===== src/rtl/dbl_div_pkg.sv =====
package dbl_div_pkg;
  typedef enum logic [1:0] {
    ST_IDLE = 2'd0,
    ST_RUN  = 2'd1,
    ST_FIN  = 2'd2
  } dd_state_e;
endpackage


===== src/rtl/dbl_div_prep.sv =====
// Sign stripping and early error detection
module dbl_div_prep #(
  parameter int W = 16
) (
  input  logic           signed_i,
  input  logic [2*W-1:0] dividend_i,
  input  logic [W-1:0]   divisor_i,
  output logic [W-1:0]   hi_o,
  output logic [W-1:0]   lo_o,
  output logic [W-1:0]   dmag_o,
  output logic           neg_q_o,
  output logic           neg_r_o,
  output logic           early_err_o
);
  localparam int DW = 2 * W;

  logic          sa, sb;
  logic [DW-1:0] nmag;

  always_comb begin
    sa          = signed_i & dividend_i[DW-1];
    sb          = signed_i & divisor_i[W-1];
    nmag        = sa ? (~dividend_i + DW'(1)) : dividend_i;
    dmag_o      = sb ? (~divisor_i + W'(1)) : divisor_i;
    hi_o        = nmag[DW-1:W];
    lo_o        = nmag[W-1:0];
    neg_q_o     = sa ^ sb;
    neg_r_o     = sa;
    // zero divisor is covered: any upper half is >= 0
    early_err_o = (divisor_i == '0) | (hi_o >= dmag_o);
  end
endmodule


===== src/rtl/dbl_div_core.sv =====
// Restoring shift-subtract loop, one quotient bit per step
module dbl_div_core #(
  parameter int W = 16
) (
  input  logic         clk_i,
  input  logic         rst_ni,
  input  logic         load_i,
  input  logic         step_i,
  input  logic [W-1:0] hi_i,
  input  logic [W-1:0] lo_i,
  input  logic [W-1:0] dmag_i,
  output logic [W-1:0] hi_o,
  output logic [W-1:0] lo_o,
  output logic         last_o
);
  localparam int CW = (W > 1) ? $clog2(W) : 1;

  logic [W-1:0]  hi_q, lo_q, d_q;
  logic [CW-1:0] cnt_q;
  logic [W:0]    ext, diff;
  logic          take;

  always_comb begin
    ext  = {hi_q, lo_q[W-1]};
    diff = ext - {1'b0, d_q};
    take = ~diff[W];
  end

  always_ff @(posedge clk_i or negedge rst_ni) begin
    if (!rst_ni) begin
      hi_q  <= '0;
      lo_q  <= '0;
      d_q   <= '0;
      cnt_q <= '0;
    end else if (load_i) begin
      hi_q  <= hi_i;
      lo_q  <= lo_i;
      d_q   <= dmag_i;
      cnt_q <= '0;
    end else if (step_i) begin
      hi_q  <= take ? diff[W-1:0] : ext[W-1:0];
      lo_q  <= {lo_q[W-2:0], take};
      cnt_q <= cnt_q + CW'(1);
    end
  end

  assign hi_o   = hi_q;
  assign lo_o   = lo_q;
  assign last_o = (cnt_q == CW'(W - 1));
endmodule


===== src/rtl/dbl_div_fix.sv =====
// Sign restore and late signed-range check
module dbl_div_fix #(
  parameter int W = 16
) (
  input  logic         signed_i,
  input  logic         neg_q_i,
  input  logic         neg_r_i,
  input  logic [W-1:0] qmag_i,
  input  logic [W-1:0] rmag_i,
  output logic [W-1:0] quot_o,
  output logic [W-1:0] rem_o,
  output logic         ovf_o
);
  always_comb begin
    if (neg_q_i) ovf_o = qmag_i[W-1] & (|qmag_i[W-2:0]);
    else         ovf_o = signed_i & qmag_i[W-1];
    quot_o = neg_q_i ? (~qmag_i + W'(1)) : qmag_i;
    rem_o  = neg_r_i ? (~rmag_i + W'(1)) : rmag_i;
  end
endmodule


===== src/rtl/dbl_div.sv =====
module dbl_div
  import dbl_div_pkg::*;
#(
  parameter int W = 16
) (
  input  logic           clk_i,
  input  logic           rst_ni,
  input  logic           start_i,
  input  logic           signed_i,
  input  logic [2*W-1:0] dividend_i,
  input  logic [W-1:0]   divisor_i,
  output logic           busy_o,
  output logic           done_o,
  output logic           div_err_o,
  output logic [W-1:0]   quot_o,
  output logic [W-1:0]   rem_o,
  output logic [2*W-1:0] packed_o
);
  dd_state_e    state_q;
  logic         accept, load, step, last;
  logic         early_err, neg_q, neg_r, ovf;
  logic         neg_q_q, neg_r_q, sgn_q;
  logic [W-1:0] p_hi, p_lo, p_dmag, c_hi, c_lo, f_quot, f_rem;
  logic [W-1:0] quot_q, rem_q;
  logic         done_q, err_q;

  dbl_div_prep #(.W(W)) u_prep (
    .signed_i   (signed_i),
    .dividend_i (dividend_i),
    .divisor_i  (divisor_i),
    .hi_o       (p_hi),
    .lo_o       (p_lo),
    .dmag_o     (p_dmag),
    .neg_q_o    (neg_q),
    .neg_r_o    (neg_r),
    .early_err_o(early_err)
  );

  assign accept = start_i & (state_q == ST_IDLE);
  assign load   = accept & ~early_err;
  assign step   = (state_q == ST_RUN);

  dbl_div_core #(.W(W)) u_core (
    .clk_i (clk_i),
    .rst_ni(rst_ni),
    .load_i(load),
    .step_i(step),
    .hi_i  (p_hi),
    .lo_i  (p_lo),
    .dmag_i(p_dmag),
    .hi_o  (c_hi),
    .lo_o  (c_lo),
    .last_o(last)
  );

  dbl_div_fix #(.W(W)) u_fix (
    .signed_i(sgn_q),
    .neg_q_i (neg_q_q),
    .neg_r_i (neg_r_q),
    .qmag_i  (c_lo),
    .rmag_i  (c_hi),
    .quot_o  (f_quot),
    .rem_o   (f_rem),
    .ovf_o   (ovf)
  );

  always_ff @(posedge clk_i or negedge rst_ni) begin
    if (!rst_ni) begin
      state_q <= ST_IDLE;
      done_q  <= 1'b0;
      err_q   <= 1'b0;
      quot_q  <= '0;
      rem_q   <= '0;
      neg_q_q <= 1'b0;
      neg_r_q <= 1'b0;
      sgn_q   <= 1'b0;
    end else begin
      done_q <= 1'b0;
      unique case (state_q)
        ST_IDLE: begin
          if (start_i) begin
            neg_q_q <= neg_q;
            neg_r_q <= neg_r;
            sgn_q   <= signed_i;
            if (early_err) begin
              done_q <= 1'b1;
              err_q  <= 1'b1;
            end else begin
              state_q <= ST_RUN;
            end
          end
        end
        ST_RUN: if (last) state_q <= ST_FIN;
        ST_FIN: begin
          done_q  <= 1'b1;
          err_q   <= ovf;
          state_q <= ST_IDLE;
          if (!ovf) begin
            quot_q <= f_quot;
            rem_q  <= f_rem;
          end
        end
        default: state_q <= ST_IDLE;
      endcase
    end
  end

  assign busy_o    = (state_q != ST_IDLE);
  assign done_o    = done_q;
  assign div_err_o = err_q;
  assign quot_o    = quot_q;
  assign rem_o     = rem_q;
  assign packed_o  = {rem_q, quot_q};
endmodule


===== config.mk =====
export PLATFORM = sky130hd
export DESIGN_NAME = dbl_div
export DESIGN_NICKNAME = d
export VERILOG_FILES = /design/src/rtl/dbl_div_pkg.sv /design/src/rtl/dbl_div_prep.sv /design/src/rtl/dbl_div_core.sv /design/src/rtl/dbl_div_fix.sv /design/src/rtl/dbl_div.sv
export SDC_FILE = /design/constraint.sdc
export NUM_CORES = 1
export LEC_CHECK = 0
export ABC_AREA = 0
export BUFFER_PORTS_ARGS = -buffer_cell sky130_fd_sc_hd__clkbuf_2
export CORE_MARGIN = 2
export CORE_UTILIZATION = 46
export CTS_CLUSTER_DIAMETER = 100
export DETAILED_ROUTE_END_ITERATION = 12
export PLACE_DENSITY_LB_ADDON = 0.08
export RECOVER_POWER = 50
export SLEW_MARGIN = 10
export SYNTH_ARGS = -nofsm -noshare
export SYNTH_HDL_FRONTEND = slang
export SYNTH_SLANG_ARGS = --single-unit

===== constraint.sdc =====
create_clock -name clk_i -period 4.3 [get_ports clk_i]
set_input_delay 0.215 -clock clk_i [delete_from_list [all_inputs] [get_ports clk_i]]
set_output_delay 0.215 -clock clk_i [all_outputs]
set_load 0.02 [all_outputs]

==> flow_metrics.py <==
metrics = {
    "place": {
        "place_congestion": 0.859,
        "dp_hpwl_um": 13600,
        "portBuffers": 118,
    },
    "die": {
        "die_h_um": 126,
        "start_util_pct": 47.2,
        "pin_count": 119,
        "die_x_um": 126,
        "die_area_mm2": 0.0159,
        "coreArea_mm2": 0.0145,
        "num_rows": 44,
    },
    "run": {
        "maxCapViolCount": 1,
    },
    "critical_path": {
        "worstSetupStartpointType": "input pin",
        "reg2reg_slack_ns": 0.94,
        "worst_setup_path_end_kind": "flip-flop",
        "critPathMaxFanout": 26,
        "rr_endpoint": "u_core.hi_o[6]",
        "endpoint": "u_core.lo_o[12]",
        "r2r_cells": 10,
        "crit_start": "dividend_i[17]",
        "worstSetupPathType": "input pin to flip-flop",
        "cp.required_ns": 4.52,
        "arrival_ns": 3.95,
        "r2r-start": "u_core.lo_o[15]",
    },
    "timing": {
        "fmax_mhz": 268,
        "fin_hold_ws_ns": 0.196,
        "finalMaxSlewViolations": 50,
        "worstMarginPinSlew_ns": 2.60,
        "fin_crit_sh_pct": 86.8,
        "fin_tns_setup_ns": 0,
        "fin_worst_skew_ns": 0.00927,
        "hold_violations": 0,
        "finalCriticalPeriod_ns": 3.73,
        "max_slew_margin_pct": -73.6,
        "finalSetupViolCount": 0,
        "grt_setup_unrepaired": "false",
    },
    "cells_and_area": {
        "layout_common_cells": "91 x dfrtp_1, 68 x clkbuf_1, 66 x nand2_1",
        "final_common_cell": "dfrtp_1",
        "drive_gt1_share_pct": 12.9,
        "nNetsFinal": 928,
        "syn_to_final_growth_pct": 11.7,
        "antenna-diode-count": 0,
        "utilization_pct": 52.7,
    },
    "hold_path": {
        "min_path_type": "input pin to flip-flop",
    },
    "global_route": {
        "grt_pass1_vias": 5305,
        "globalRouteTotalUtil_pct": 21.3,
        "antenna_found_initial": 0,
        "grt_pass1_wl_um": 27400,
        "grt_overflow": 0,
        "grt_max_degree": 50,
    },
    "pwr": {
        "p_int_uw": 3130,
        "finalPower_uw": 5760,
        "powerDensity_mw_per_mm2": 752,
        "p_comb_share_pct": 57.5,
        "switching_share_pct": 45.8,
        "p_sw_uw": 2640,
        "irDropWorstVdd_uv": 305,
        "clkPwrFrac_pct": 13.8,
        "power.leakage_uw": 0.00354,
        "seq_power_share_pct": 28.7,
    },
    "drt": {
        "drcViolationCount": 0,
        "antenna_left": 0,
        "drt_first_iter_violations": 330,
        "wirelength_um": 17100,
        "wl_per_cell_um": 16.6,
        "vias": 5664,
        "via_per_inst": 5.52,
        "first_pass_iters": 5,
    },
    "logic_synthesis": {
        "synth.distinct_cells": 61,
        "synth_area_mm2": 0.00686,
        "yosysWarnings": 0,
        "synthCells": 751,
        "async_flop_share_pct": 100,
        "synth_ff_type": "dfrtp_1",
        "synth-seq-area-share_pct": 33.2,
        "synth_edf_count": 0,
        "ys_seq_elements": 91,
        "syn_area_per_cell_um2": 9.14,
        "syn_nets": 841,
    },
    "clocking": {
        "clockBufferDepth": 2,
        "clk_latency_ns": 0.34,
        "cts.clk_slew.worst_paths_ns": 0.07,
        "cts-htree-levels": 3,
        "cts_tree": "built",
        "cts_buffers": 9,
        "postCtsResizedCells": 0,
        "cts-root-buf": "clkbuf_16",
        "cts_sinks": 91,
    },
    "run_status": {
        "outcome": "finished with violations",
        "violations": "max-capacitance violations, max-slew violations",
    },
}
==> per-layer routing <==
metal | wire length, um | part of all wire (%) | up-vias | GRT usage, %
met5 | 0 | 0 | - | 0
met4 | 198 | 1.2 | 0 | 4.65
met3 | 858 | 5.0 | 16 | 3.40
met2 | 7090 | 42 | 163 | 31.0
met1 | 8930 | 52 | 2669 | 33.2
li1 | - | - | 2816 | -
==> worst min-delay path by stage <==
stage	start	end	slack [ns]	cells after the start
detailed placement	rst_ni	rem_o[13]	0.28	1
global route	dividend_i[0]	u_core.lo_o[0]	0.22	3
floorplan	rst_ni	div_err_o	-0.08	0
CTS	dividend_i[10]	u_core.lo_o[10]	0.20	4
finish	dividend_i[10]	u_core.lo_o[10]	0.20	4
global placement	rst_ni	rem_o[11]	0.27	1
==> cells in the mapped netlist, drive strengths merged (17+ instances only) <==
library cell	instances	area [um^2]
nor2	50	188
o21ai	44	220
clkbuf	17	63.8
nor3	17	96.4
buf	40	299
a21oi	59	295
dfrtp	91	2280
ha	37	463
nand2	66	248
mux2i	31	310
xor2	35	307
inv	31	116
xnor2	47	412
mux2	36	405
==> flip-flops by register name, summed over array words and instances (netlist names) <==
register,cells
neg_r_q,1
sgn_q,1
u_core.d_q,16
rem_o,16
quot_o,16
neg_q_q,1
u_core.hi_o,16
u_core.cnt_q,4
state_q,2
div_err_o,1
u_core.lo_o,16
done_o,1
==> per-stage QoR <==
stage / worst slack, ns / std cells / area (um^2)
floorplan: 0.537 / 751 / 6860
global placement: 0.206 / 1010 / 7450
detailed placement: 0.208 / 1010 / 7450
CTS: 0.571 / 1026 / 7760
global route: 0.232 / 1026 / 7670
finish: 0.567 / 1026 / 7670
==> logic make-up after synthesis <==
kind of cell | share of synthesized area, %
DFF | 33.2
and+or+nand+nor | 14.9
muxes | 10.4
AOI/OAI and AO/OA | 17.0
xor gates and xnor gates | 10.5
adders and majority gates | 7.04
buffers and inverters | 6.98
==> critical path, stage by stage <==
cell	delay, ns
clkbuf_2	0.12
or4_4	0.56
or4_4	0.47
nor3_4	0.28
a21oi_1	0.12
xor2_1	0.31
ha_1	0.31
a21oi_1	0.13
nor2_1	0.05
a211oi_1	0.23
o211ai_1	0.15
nor3_2	0.35
buf_4	0.26
buf_4	0.25
o21ai_0	0.13
==> final cells by class <==
class                           count  area (um^2)
Fill cell                        1411         6870
Multi-Input combinational cell    572         4110
Sequential cell                    91         2280
Timing Repair Buffer              133          631
Tap cell                          184          230
Clock buffer                        9          225
Inverter                           31          116
Clock inverter                      6         73.8
==> power by group through the flow <==
stage	Combinational (uW)	Clock [uW]	Sequential, uW
after floorplan	2590	0	1590
after global placement	3260	0	1640
after detailed placement	3330	0	1670
after CTS	3350	816	1650
after global routing	3700	858	1710
final	3310	798	1650
==> repair_timing <==
item | in CTS | in global routing
hold endpoints to repair | 48 | 0
buffers inserted | 0 | 0
hold buffers | 1 | 0
No activity file was read; power rests on OpenSTA's default activity.
